$ cat src/rtl/avt_pkg.sv
package avt_pkg;
  typedef enum logic [3:0] {
    ST_IDLE = 4'd0,
    ST_P1   = 4'd1,
    ST_P2   = 4'd2,
    ST_P3   = 4'd3,
    ST_P4   = 4'd4,
    ST_P5   = 4'd5,
    ST_P6   = 4'd6,
    ST_P7   = 4'd7,
    ST_P8   = 4'd8
  } avt_state_e;

  localparam int unsigned STEPS = 8;
  // bit k holds the value for pattern step k+1
  localparam logic [STEPS-1:0] DEF_PAT_V = 8'b1010_1010;
  localparam logic [STEPS-1:0] DEF_PAT_A = 8'b1100_0110;
endpackage

$ cat src/rtl/avt_ctrl.sv
module avt_ctrl
  import avt_pkg::*;
(
  input  logic       clk_i,
  input  logic       rst_ni,
  input  logic       start_i,
  input  logic       last_set_i,
  output logic       load_o,
  output logic       shift_o,
  output logic       done_o,
  output logic       active_o,
  output logic [2:0] step_o
);
  avt_state_e state_q, state_d;
  logic [3:0] step_full;

  always_comb begin
    state_d = state_q;
    load_o  = 1'b0;
    shift_o = 1'b0;
    done_o  = 1'b0;
    unique case (state_q)
      ST_IDLE: if (start_i) begin
        state_d = ST_P1;
        load_o  = 1'b1;
      end
      ST_P1: state_d = ST_P2;
      ST_P2: state_d = ST_P3;
      ST_P3: state_d = ST_P4;
      ST_P4: state_d = ST_P5;
      ST_P5: state_d = ST_P6;
      ST_P6: state_d = ST_P7;
      ST_P7: state_d = ST_P8;
      ST_P8: begin
        if (last_set_i) begin
          done_o  = 1'b1;
          state_d = ST_IDLE;
        end else begin
          shift_o = 1'b1;
          state_d = ST_P1;
        end
      end
      default: state_d = ST_IDLE;
    endcase
  end

  always_ff @(posedge clk_i or negedge rst_ni) begin
    if (!rst_ni) state_q <= ST_IDLE;
    else         state_q <= state_d;
  end

  assign step_full = 4'(state_q) - 4'd1;
  assign step_o    = step_full[2:0];
  assign active_o  = (state_q != ST_IDLE);
endmodule

$ cat src/rtl/avt_shift_cnt.sv
module avt_shift_cnt #(
  parameter int unsigned SET_MAX = 6,
  localparam int unsigned W_WIDTH = $clog2(SET_MAX + 1)
) (
  input  logic               clk_i,
  input  logic               rst_ni,
  input  logic               load_i,
  input  logic               shift_i,
  input  logic               clear_i,
  input  logic [W_WIDTH-1:0] set_cnt_i,
  output logic [SET_MAX-1:0] sel_o,
  output logic               last_o
);
  localparam logic [W_WIDTH-1:0] CNT_MAX = W_WIDTH'(SET_MAX);

  logic [SET_MAX-1:0] sel_q;
  logic [SET_MAX-1:0] last_mask;
  logic [W_WIDTH-1:0] w_q, w_eff;

  always_comb begin
    if (set_cnt_i == '0)         w_eff = W_WIDTH'(1);
    else if (set_cnt_i > CNT_MAX) w_eff = CNT_MAX;
    else                          w_eff = set_cnt_i;
  end

  always_ff @(posedge clk_i or negedge rst_ni) begin
    if (!rst_ni) begin
      sel_q <= '0;
      w_q   <= W_WIDTH'(1);
    end else if (load_i) begin
      sel_q <= SET_MAX'(1);
      w_q   <= w_eff;
    end else if (clear_i) begin
      sel_q <= '0;
    end else if (shift_i) begin
      sel_q <= sel_q << 1;
    end
  end

  for (genvar i = 0; i < SET_MAX; i++) begin : g_last
    assign last_mask[i] = (w_q == W_WIDTH'(i + 1));
  end

  assign sel_o  = sel_q;
  assign last_o = |(sel_q & last_mask);
endmodule

$ cat src/rtl/avt_pattern.sv
module avt_pattern #(
  parameter logic [7:0] PAT_V = avt_pkg::DEF_PAT_V,
  parameter logic [7:0] PAT_A = avt_pkg::DEF_PAT_A
) (
  input  logic       active_i,
  input  logic [2:0] step_i,
  output logic       victim_o,
  output logic       aggr_o
);
  assign victim_o = active_i & PAT_V[step_i];
  assign aggr_o   = active_i & PAT_A[step_i];
endmodule

$ cat src/rtl/avt_seq_gen.sv
module avt_seq_gen #(
  parameter int unsigned SET_MAX = 6,
  parameter logic [7:0]  PAT_V   = avt_pkg::DEF_PAT_V,
  parameter logic [7:0]  PAT_A   = avt_pkg::DEF_PAT_A,
  localparam int unsigned W_WIDTH = $clog2(SET_MAX + 1)
) (
  input  logic               clk_i,
  input  logic               rst_ni,
  input  logic               start_i,
  input  logic [W_WIDTH-1:0] set_cnt_i,
  output logic               victim_o,
  output logic               aggr_o,
  output logic               shift_o,
  output logic               done_o,
  output logic [SET_MAX-1:0] sel_o
);
  logic       load, shift, done, active, last_set;
  logic [2:0] step;

  avt_ctrl i_ctrl (
    .clk_i      (clk_i),
    .rst_ni     (rst_ni),
    .start_i    (start_i),
    .last_set_i (last_set),
    .load_o     (load),
    .shift_o    (shift),
    .done_o     (done),
    .active_o   (active),
    .step_o     (step)
  );

  avt_shift_cnt #(.SET_MAX(SET_MAX)) i_cnt (
    .clk_i     (clk_i),
    .rst_ni    (rst_ni),
    .load_i    (load),
    .shift_i   (shift),
    .clear_i   (done),
    .set_cnt_i (set_cnt_i),
    .sel_o     (sel_o),
    .last_o    (last_set)
  );

  avt_pattern #(.PAT_V(PAT_V), .PAT_A(PAT_A)) i_pat (
    .active_i (active),
    .step_i   (step),
    .victim_o (victim_o),
    .aggr_o   (aggr_o)
  );

  assign shift_o = shift;
  assign done_o  = done;
endmodule

$ cat config.mk
export PLATFORM = sky130hd
export DESIGN_NAME = avt_seq_gen
export DESIGN_NICKNAME = d
export VERILOG_FILES = /design/src/rtl/avt_pkg.sv /design/src/rtl/avt_ctrl.sv /design/src/rtl/avt_shift_cnt.sv /design/src/rtl/avt_pattern.sv /design/src/rtl/avt_seq_gen.sv
export SDC_FILE = /design/constraint.sdc
export NUM_CORES = 1
export LEC_CHECK = 0
export BUFFER_PORTS_ARGS = -buffer_cell sky130_fd_sc_hd__buf_4
export CAP_MARGIN = 10
export CORE_UTILIZATION = 42
export CTS_BUF_LIST = sky130_fd_sc_hd__clkbuf_4 sky130_fd_sc_hd__clkbuf_8 sky130_fd_sc_hd__clkbuf_16
export CTS_CLUSTER_SIZE = 25
export DETAILED_ROUTE_END_ITERATION = 8
export GPL_TIMING_DRIVEN = 1
export PLACE_DENSITY_LB_ADDON = 0.25
export SLEW_MARGIN = 30
export SYNTH_ARGS = -nofsm -noshare
export SYNTH_HDL_FRONTEND = slang
export SYNTH_SLANG_ARGS = --single-unit
export TNS_END_PERCENT = 100
$ cat constraint.sdc
create_clock -name clk_i -period 1.8 [get_ports clk_i]
set_input_delay 0.36 -clock clk_i [delete_from_list [all_inputs] [get_ports clk_i]]
set_output_delay 0.36 -clock clk_i [all_outputs]
set_load 0.01 [all_outputs]
* Word-level counts from Yosys, hierarchy flattened
Memory sizes are Yosys's and may differ from the RTL's. Cells that the tools add are included.
Storage, ports and cells: bits in registers 13, bits in read-only memories 16, input port bits 6, output and inout bits 10, memories 2
Memories:
- (no name shown) | words 8, bits a word 1, rd ports 1, clocked after memory_dff 0, write ports 0, line avt_pattern.sv:10 | assign victim_o = active_i & PAT_V[step_i];
- (no name shown) | words 8, bits a word 1, rd ports 1, clocked after memory_dff 0, write ports 0, line avt_pattern.sv:11 | assign aggr_o = active_i & PAT_A[step_i];
Cells by class: add/sub/neg operators 1, magnitude comparators 2, eq/ne operators 15, mux-type cells 16, bitwise logic cells 3, reductions and logical operators 5
Operator list (number):
- case mux 4 bit (9 select lines) | 1
- two-way mux 6 bit | 3
- equality test 4 x 3 -> 1 bit (second input constant) | 4
- equality test 3 bit (second input constant) | 3
- two-way mux 1 bit | 9
- equality test 4 x 2 -> 1 bit (second input constant) | 2
- AND 6 bit | 1
- equality test 3 x 2 -> 1 bit (second input constant) | 2
- two-way mux 3 bit | 2
- OR reduction 6 bit | 1
- equality test 4 x 1 -> 1 bit (second input constant) | 1
- equality test 4 bit (second input constant) | 1
- zero test 4 bit | 1
- < comparator 3 x 4 -> 1 bit (second input constant) | 1
- two-way mux 4 bit | 1
- nonzero test 4 bit | 1
- equality test 3 x 1 -> 1 bit (second input constant) | 1
- > comparator 3 bit (second input constant) | 1
- zero test 3 bit | 1
- nonzero test 3 bit | 1
- subtractor 3 x 1 -> 3 bit (second input constant) | 1
- AND 1 bit | 2
- inequality test 2 bit (second input constant) | 1

* Logic depth before layout (Yosys ltp)
Gate-level depths: netlist of the first run.
depth after elaboration 8, mapped depth 4, gate-level depth less buffers 3

* By module
A second synthesis of the first run with hierarchy kept.
Unflattened totals: cell total of the unflattened synthesis 74, area, all modules 768.2 µm²
Modules (own cells, without submodules):
- avt_shift_cnt | instances 1, cells each 38, area an instance 439.2 µm², sequential area each 226.5 µm²
- avt_ctrl | instances 1, cells each 31, area an instance 295.3 µm², sequential area each 100.1 µm²
- avt_pattern | instances 1, cells each 5, area an instance 33.8 µm², sequential area each 0.0 µm²

* Worst setup path after synthesis of the first run
No wires, ideal clock.
kind register to output, start register i_cnt.sel_q[4] (netlist: i_cnt.sel_o[4]), end output done_o, data arrival time 1.432 ns, data required time 1.440 ns, setup slack 0.008 ns, stages on the path, launching flop included 4, buffers on the path 0, cell sequence dfrtp_1 -> mux2_1 -> mux4_2 -> and2_1
Between the ends: cells in the longest elaborated chain, start to end 4
RTL lines:
- start: declaration | line avt_shift_cnt.sv:16 | logic [SET_MAX-1:0] sel_q;
- start signal: assignment | line avt_shift_cnt.sv:36 | sel_q <= sel_q << 1;
- AND 6 bit | line avt_shift_cnt.sv:45 | assign last_o = |(sel_q & last_mask);
- OR reduction 6 bit | line avt_shift_cnt.sv:45
- two-way mux 1 bit | line avt_ctrl.sv:35 | if (last_set_i) begin
- two-way mux 1 bit | line avt_ctrl.sv:22 | unique case (state_q)
- end: declaration | line avt_seq_gen.sv:14 | output logic done_o,
No other way between the ends.

* Final worst setup path of the first run
start register i_cnt.w_q[2], end output done_o
Between the ends: cells in the longest elaborated chain, start to end 5, elaborated cells on any way between the ends 10
RTL lines:
- start: declaration | line avt_shift_cnt.sv:18 | logic [W_WIDTH-1:0] w_q, w_eff;
- start signal: assignment | line avt_shift_cnt.sv:32 | w_q <= w_eff;
- equality test 3 x 1 -> 1 bit, or another cell as far along | line avt_shift_cnt.sv:41 | assign last_mask[i] = (w_q == W_WIDTH'(i + 1));
- AND 6 bit * | line avt_shift_cnt.sv:45
- OR reduction 6 bit * | line avt_shift_cnt.sv:45
- two-way mux 1 bit * | line avt_ctrl.sv:35
- two-way mux 1 bit * | line avt_ctrl.sv:22
Mark *: on every way between the ends. The rest lies on a longest branch, timed or not.

==> results of run 1 <==
## power groups by stage
stage	Combinational, mW	Sequential [mW]	Clock (mW)
final	0.730	0.480	0.194
after global routing	0.799	0.494	0.218
after global placement	0.655	0.470	0
after detailed placement	0.666	0.479	0
after CTS	0.711	0.476	0.202
after floorplan	0.381	0.465	0
## critical path: stages (launching register included)
cell and delay, ns:
dfrtp_2 0.45, mux2_4 0.30, mux4_2 0.51, and2_4 0.16
buf_6 0.11
## worst paths after layout
check                              from           endpoint  slack (ns)  cells past startpoint
max                        i_cnt.w_q[2]             done_o       -0.36                      4
min                        set_cnt_i[1]       i_cnt.w_q[1]        0.34                      2
max reg2reg                i_cnt.w_q[2]  i_ctrl.state_q[0]        0.06                      5
min reg2reg                i_cnt.w_q[0]       i_cnt.w_q[0]        0.48                      2
max in group asynchronous        rst_ni       i_cnt.w_q[0]        1.10                      2
min in group asynchronous        rst_ni  i_ctrl.state_q[0]        0.46                      2
## kinds of logic (layout without fill, tap and decap cells)
group                     Yosys count  in the layout  synth area share (%)
and+or+nand+nor                    24             24                  20.3
xor gates and xnor gates            2              2                  2.70
DFF                                13             13                  50.4
muxes                               6              6                  12.0
buffers and inverters               6             36                  3.47
AOI/OAI and AO/OA                  10             10                  11.2
## per-stage QoR
stage	hold slack (ns)	TNS (ns)	power (mW)	cell area, sq um	utilization (%)
4_1_cts	0.326	-0.757	1.39	916	67.0
6_report	0.335	-0.705	1.40	925	67.7
3_3_place_gp	0.215	-0.0677	1.13	855	62.5
5_1_grt	0.323	-0.829	1.51	925	67.7
2_1_floorplan	0.0644	0	0.846	648	-
3_5_place_dp	0.213	-0.174	1.15	855	62.5
## registers in the layout (all words and copies together), names as in the netlist
name and flops:
i_cnt.w_q 3, i_ctrl.state_q 4, i_cnt.sel_o 6
## synthesized netlist by cell type, types with 2 or more instances
cell	count	share of area, %
o21ai_0	2	1.5
dfrtp_1	12	46
nor3_1	3	2.3
o2bb2ai_1	5	6.8
clkbuf_1	4	2.3
mux2_2	2	3.5
mux2_1	2	3.5
inv_1	2	1.2
nand2_1	9	5.2
nor2_1	5	2.9
a21oi_1	2	1.5
## layout make-up
type,instances,share of cell area [%]
clock buffer,4,3.25
sequential,13,35.5
inverter,2,0.812
multi-input combinational,42,33.4
tap,15,2.03
timing repair buffer,30,25.0
## routing by layer
| metal | up-vias | track usage (%) |
|---|---|---|
| met5 | - | 0 |
| met4 | 0 | 9.68 |
| met3 | 0 | 8.15 |
| met2 | 20 | 31.6 |
| met1 | 274 | 24.1 |
| li1 | 277 | - |
## repair_timing
item / 4_1_cts / 5_1_grt
pin swaps: 1 / 0
setup endpoints to repair: 2 / 2
gates cloned: 0 / 0
hold endpoints to repair: 12 / 0
resized for setup: 4 / 1
hold buffers: 1 / 0
buffers inserted: 1 / 1
==> results.toml, run 1 <==
[die]
core_sq_um = 1370
row_count = 13
die_x_um = 41.3
dieArea_sq_um = 1700
start_util_pct = 47.4
die_h_um = 41.3
ios = 16

[sta]
drv_slew = 0
min_period_ns = 2.16
setup_viol = 2
fin_ws_ns = -0.362
rsz0062_at_grt = "yes"
max_freq_mhz = 462
tightestPinTransition_ns = 0.615
hold_viol_final = 0
slew_headroom_pct = 58.6
final.setup_skew_ns = 0.000918
fin_crit_sh_pct = 120

[clock_network]
clk_pin_slew_ns = 0.08
clkSinkCount = 13
clkLatencyLatePin_ns = 0.27
clock_path_buffers = 2
cts.htree.levels = 1
cts_buffers = 3
ctsRootBufferMaster = "clkbuf_4"
cts_tree = "yes"

[finish]
ff_latch_area_sq_um = 328
area_growth_syn_to_layout_pct = 42.7
nFillCells = 114
insertedDiodeCount = 0
final_common_cell = "buf_4"
nets = 98
drive_gt1_share_pct = 48.4
final_cells = 106
layout_common_cells = "28 x buf_4, 11 x dfrtp_1, 9 x nand2_1"
multi_input_area_sq_um = 309

[drt]
top_layer_used = "met3"
vias_per_cell = 5.39
m1WireLength_um = 662
drtIter0Drc = 14
postRouteAntennaNets = 0
wl_met3_um = 65
wirelength_mm = 1.40
vias = 571
wl_met2_um = 670
wl_per_cell_um = 13.2
dr.pass1.iters = 4
drcViolationCount = 0

[logic_synthesis]
syn_inst = 61
synth_nets = 67
synth_edf_count = 0
syn_area_sq_um = 648
syn_area_per_cell_sq_um = 10.6
yosysUniqueCellTypes = 24
synthArstFlopShare_pct = 100
ys_ff_latch = 13
yosys_most_used_dff = "dfrtp_1"
ys_warn_count = 0
ys_seq_area_share_pct = 50.4

[power_and_ir_drop]
power.share.clock_pct = 13.8
power_density_nw_per_um2 = 1520
power_leakage_nw = 0.451
ir_drop_mv = 0.885
p_sw_mw = 0.488
internal_power_mw = 0.916
switching_share_pct = 34.7
combPwrFrac_pct = 52.0
p_seq_share_pct = 34.2

[global_routing]
grt_usage_pct = 20.3
grt_max_degree = 14
grt_first_pass_wirelength_mm = 2.06
overflow = 0
antenna_found_initial = 0
grt_pass1_vias = 479

[flow_run]
maxCapViolations = 0

[outcome]
outcome = "finished, violations left"
violations = "negative setup slack"

[place]
port_buffers = 15
pre_cts_ws_ns = -0.113
dp_hpwl_mm = 1.04
place_congestion = 0.758
dp.cells = 99

[worst_setup_path]
start_kind = "register"
crit_fanout = 5
endpoint_kind = "output port"
cp.required_ns = 1.44
crit_type = "register to output port"
crit_arrival_ns = 1.80

[worst_hold_path]
hp-class = "primary input to register"
(Power assumes the default switching activity.)
==> run 2: changes to the inputs <==
- ABC_AREA: unset -> 1
- CORE_ASPECT_RATIO: unset -> 0.8
==> run 2 against run 1 <==
Net effect:
- the flow now finishes without violations
- highest routed layer is now met4
- setup slack better by 0.44 ns
- clock skew is 0.00080 ns higher
- sequential share of layout area is 2.5 points lower
- synthesized cell count is 41% higher
- total power is 2.9% higher
- critical endpoint is now shift_o
- non-clock buffer count is 4 lower
- final cell count is 29% higher
- utilization is 0.33 points lower
- area after synthesis is 8.9% higher
- largest power group unchanged
- sequential cell count stayed put
==> results.toml, run 2 <==
[outcome]
outcome = "completed"

[worst_setup_path]
crit_arrival_ns = 1.37
start_kind = "register"
endpoint_kind = "output port"
crit_type = "register to output port"
crit_fanout = 5
cp.required_ns = 1.44

[finish]
final_cells = 137
fin_area_sq_um = 991
nets = 123
nFillCells = 146
insertedDiodeCount = 0
layout_common_cells = "23 x nand2_1, 23 x buf_4, 12 x dfrtp_1"
largest_reg_flops = 6
drive_gt1_share_pct = 47.4
area_growth_syn_to_layout_pct = 40.4

[global_routing]
grt_first_pass_wirelength_mm = 2.55
grt_max_degree = 14
overflow = 0
grt_pass1_vias = 596
antenna_found_initial = 0
grt_usage_pct = 20.8

[logic_synthesis]
synth_nets = 92
synth_edf_count = 0
synth_commonest_cells = "23 x nand2_1, 13 x inv_1, 12 x dfrtp_1, 5 x o21ai_2"
syn_inst = 86
yosysUniqueCellTypes = 21
synth_area_leaders = "dfrtp_1 43%, nand2_1 12%, inv_1 6.9%, o21ai_2 6.2%, dfstp_2 3.7%"
ys_ff_latch = 13
synthArstFlopShare_pct = 100
synth_area_leader_cell = "dfrtp_1"
synth_top_area_share_pct = 42.6
ys_warn_count = 0
syn_area_sq_um = 706
syn_area_per_cell_sq_um = 8.21
ys_seq_area_share_pct = 46.3
yosysMostFrequentCell = "nand2_1"
yosys_most_used_dff = "dfrtp_1"

[die]
ios = 16
core_sq_um = 1470
dieArea_sq_um = 1850
start_util_pct = 48.0
row_count = 12
die_h_um = 38.7
die_x_um = 47.8

[clock_network]
ctsRootBufferMaster = "clkbuf_4"
clock_path_buffers = 2
cts_tree = "yes"
clkSinkCount = 13
cts_buffers = 3
cts.htree.levels = 1
clk_pin_slew_ns = 0.08
clkLatencyLatePin_ns = 0.28

[worst_hold_path]
hp-class = "primary input to register"

[power_and_ir_drop]
power_leakage_nw = 0.527
power_mw = 1.45
power_density_nw_per_um2 = 1460
ir_drop_mv = 0.632

[sta]
fin_crit_sh_pct = 95.9
tightestPinTransition_ns = 0.220
drv_slew = 0
min_period_ns = 1.73
setup_viol = 0
final.setup_skew_ns = 0.00172
max_freq_mhz = 579
slew_headroom_pct = 85.2
whs_ns = 0.308
rsz0062_at_grt = "yes"
hold_viol_final = 0

[drt]
dr.pass1.iters = 5
vias = 650
wirelength_mm = 1.66
drcViolationCount = 0
drtIter0Drc = 13
wl_per_cell_um = 12.1
postRouteAntennaNets = 0
vias_per_cell = 4.74

[place]
dp_hpwl_mm = 1.14
place_congestion = 0.794
place_area_sq_um = 845
port_buffers = 15
dp.cells = 122

[flow_run]
maxCapViolations = 0
[run 2: repair_timing]
action / CTS / global route
resized for setup: 1 / 9
endpoints found under the hold margin: 12 / 0
pin swaps: 0 / 6
hold buffers: 1 / 0
buffers inserted: 0 / 10
endpoints found under the setup margin: 1 / 3
[run 2: report_power, final]
group	internal [mW]	switching [mW]
combinational	0.323	0.435
sequential	0.396	0.0915
clock	0.101	0.0987
[run 2: worst max-delay path, cell delays in order, from the launching register on]
cell and delay [ns]:
dfrtp_1 0.42, inv_2 0.09, nand3_2 0.07, nand2_1 0.07
inv_1 0.04, nand2_1 0.07, nand2_2 0.09, nand2_4 0.10
inv_2 0.04, buf_6 0.11
[run 2: metrics by stage]
stage	utilization (%)	setup WS [ns]	setup TNS [ns]
2_1_floorplan	-	0.421	0
3_3_place_gp	57.4	0.302	0
3_5_place_dp	57.4	0.305	0
4_1_cts	60.5	0.0222	0
5_1_grt	67.3	-0.00283	-0.00553
6_report	67.3	0.0734	0
[run 2: layout make-up]
cell class                 instances  area [sq um]  area share, %
clock buffer                       4          30.0           3.03
inverter                          16          62.6           6.31
sequential                        13           327           33.0
tap                               21          26.3           2.65
multi-input combinational         57           340           34.3
timing repair buffer              26           205           20.7
[run 2: layer usage]
layer,up-vias,wire [um],GRT usage [%]
met1,306,775,25.1
met3,4,46,4.21
met4,0,27,10.4
met5,-,0,0
met2,13,814,34.8
li1,327,-,-
[run 2: path summary, 6_finish.rpt]
check	start	endpoint	slack, ns	depth (start not counted)
max in group asynchronous	rst_ni	i_cnt.w_q[0]	1.12	2
min in group asynchronous	rst_ni	i_ctrl.state_q[1]	0.45	2
min	set_cnt_i[1]	i_cnt.w_q[1]	0.31	3
max	i_cnt.w_q[2]	shift_o	0.07	9
min reg2reg	i_cnt.w_q[0]	i_cnt.w_q[0]	0.50	2
max reg2reg	i_ctrl.state_q[1]	i_cnt.sel_o[2]	0.46	7
[run 2: cell families after synthesis]
family / Yosys count / share of synthesized area [%]
flip-flops: 13 / 46.3
buffers and inverters: 16 / 8.87
AO/OA/AOI/OAI: 14 / 13.5
AND/OR/NAND/NOR: 43 / 31.4
==> run 3: changes to the inputs <==
- CORE_ASPECT_RATIO: 0.8 -> unset
- CORE_UTILIZATION: 42 -> 46
- MAX_ROUTING_LAYER: unset -> met4
==> run 3 against run 2 <==
Net effect:
- first-iteration DRC count shrank 7.7%
- setup slack better by 0.0041 ns
- combinational power decreased by 9.6%
- clock-buffer cell count stayed put
- sequential power up 2%
- sequential share of layout area up 2.6 points
- sequential cell count unchanged
- final area down 6.9%
==> results.toml, run 3 (synthesis results as in run 2) <==
[finish]
final_core_util_pct = 67.5
drive_gt1_share_pct = 44.0
largest_reg_flops = 6
area_growth_syn_to_layout_pct = 30.7
final_common_cell = "nand2_1"
final_cells = 124
nFillCells = 128
insertedDiodeCount = 0
fin_area_sq_um = 922
nets = 116
layout_common_cells = "22 x nand2_1, 17 x buf_4, 11 x inv_1, 11 x dfrtp_1, 5 x o21ai_2"

[sta]
min_period_ns = 1.72
fin_setup_tns_ns = 0
setup_viol = 0
max_freq_mhz = 581
fin_crit_sh_pct = 95.7
tightestPinTransition_ns = 0.238
rsz0062_at_grt = "no"
drv_slew = 0
whs_ns = 0.313
hold_viol_final = 0
slew_headroom_pct = 84.1
final.setup_skew_ns = 0.00499
fin_ws_ns = 0.0775

[place]
place_congestion = 0.761
pre_cts_ws_ns = 0.294
place_area_sq_um = 837
dp.cells = 116
dp_hpwl_mm = 1.07
port_buffers = 15

[die]
core_sq_um = 1370
dieArea_sq_um = 1690
die_h_um = 41.2
ios = 16
start_util_pct = 51.6
die_x_um = 41.2
row_count = 13

[drt]
dr.pass1.iters = 4
vias_per_cell = 4.83
wirelength_mm = 1.43
drcViolationCount = 0
vias = 599
postRouteAntennaNets = 0
drtIter0Drc = 12
wl_per_cell_um = 11.5

[worst_setup_path]
start_kind = "register"
crit_fanout = 3
cp.required_ns = 1.44
crit_type = "register to output port"
crit_arrival_ns = 1.36
endpoint_kind = "output port"

[power_and_ir_drop]
power_mw = 1.38
power_density_nw_per_um2 = 1490
p_sw_mw = 0.584
ir_drop_mv = 1.07
power.share.clock_pct = 14.0
p_seq_share_pct = 36.3
internal_power_mw = 0.792
power_leakage_nw = 0.495
switching_share_pct = 42.5
combPwrFrac_pct = 49.7

[clock_network]
clock_path_buffers = 2
clkSinkCount = 13
cts.htree.levels = 1
clk_pin_slew_ns = 0.08
ctsRootBufferMaster = "clkbuf_4"
clkLatencyLatePin_ns = 0.27
cts_buffers = 3
cts_tree = "yes"

[global_routing]
antenna_found_initial = 0
grt_max_degree = 14
grt_pass1_vias = 492
overflow = 0
grt_first_pass_wirelength_mm = 2.11
grt_usage_pct = 19.7

[flow_run]
maxCapViolations = 0

[outcome]
outcome = "completed"

[worst_hold_path]
hp-class = "primary input to register"
## run 3: path summary, 6_finish.rpt
| path | startpoint | end | slack, ns | depth (start not counted) |
|---|---|---|---|---|
| worst min register to register | i_cnt.w_q[0] | i_cnt.w_q[0] | 0.50 | 2 |
| worst max-delay path | i_ctrl.state_q[1] | aggr_o | 0.08 | 7 |
| worst min-delay path | set_cnt_i[1] | i_cnt.w_q[1] | 0.31 | 3 |
| max in group asynchronous | rst_ni | i_cnt.w_q[0] | 1.10 | 2 |
| min in group asynchronous | rst_ni | i_cnt.w_q[1] | 0.46 | 2 |
| worst max register to register | i_cnt.w_q[1] | i_cnt.sel_o[2] | 0.54 | 9 |
## run 3: layer usage
| metal | routed length, um | global-route usage, % |
|---|---|---|
| met1 | 725 | 29.1 |
| met5 | 0 | - |
| met2 | 649 | 26.6 |
| met3 | 46 | 3.26 |
| met4 | 6 | 7.26 |
## run 3: power by group through the flow
| stage | Combinational (mW) | Sequential, mW | Clock [mW] |
|---|---|---|---|
| after floorplan | 0.428 | 0.476 | 0 |
| after global placement | 0.594 | 0.486 | 0 |
| after detailed placement | 0.607 | 0.489 | 0 |
| after CTS | 0.615 | 0.492 | 0.199 |
| after global routing | 0.758 | 0.513 | 0.212 |
| final | 0.684 | 0.500 | 0.193 |
## run 3: area by class of cell
| cell class | instances | area, sq um | share of cell area [%] |
|---|---|---|---|
| Clock buffer | 4 | 30.0 | 3.26 |
| Timing Repair Buffer | 19 | 149 | 16.1 |
| Sequential cell | 13 | 328 | 35.5 |
| Inverter | 16 | 62.6 | 6.78 |
| Tap cell | 15 | 18.8 | 2.04 |
| Multi-Input combinational cell | 57 | 334 | 36.2 |
## run 3: repair_timing
action / in CTS / in global routing
pin swaps: 0 / 3
hold endpoints to repair: 12 / 0
setup buffers: 0 / 3
hold buffers: 1 / 0
gates cloned: 0 / 0
gates resized for setup: 1 / 8
endpoints found under the setup margin: 1 / 3
## run 3: critical path, cell delays in order, from the launching register on
cell     delay (ns)
dfrtp_1        0.42
nor2_4         0.16
nand2_2        0.08
inv_2          0.08
nor2_2         0.04
a21oi_1        0.13
inv_1          0.06
buf_6          0.11
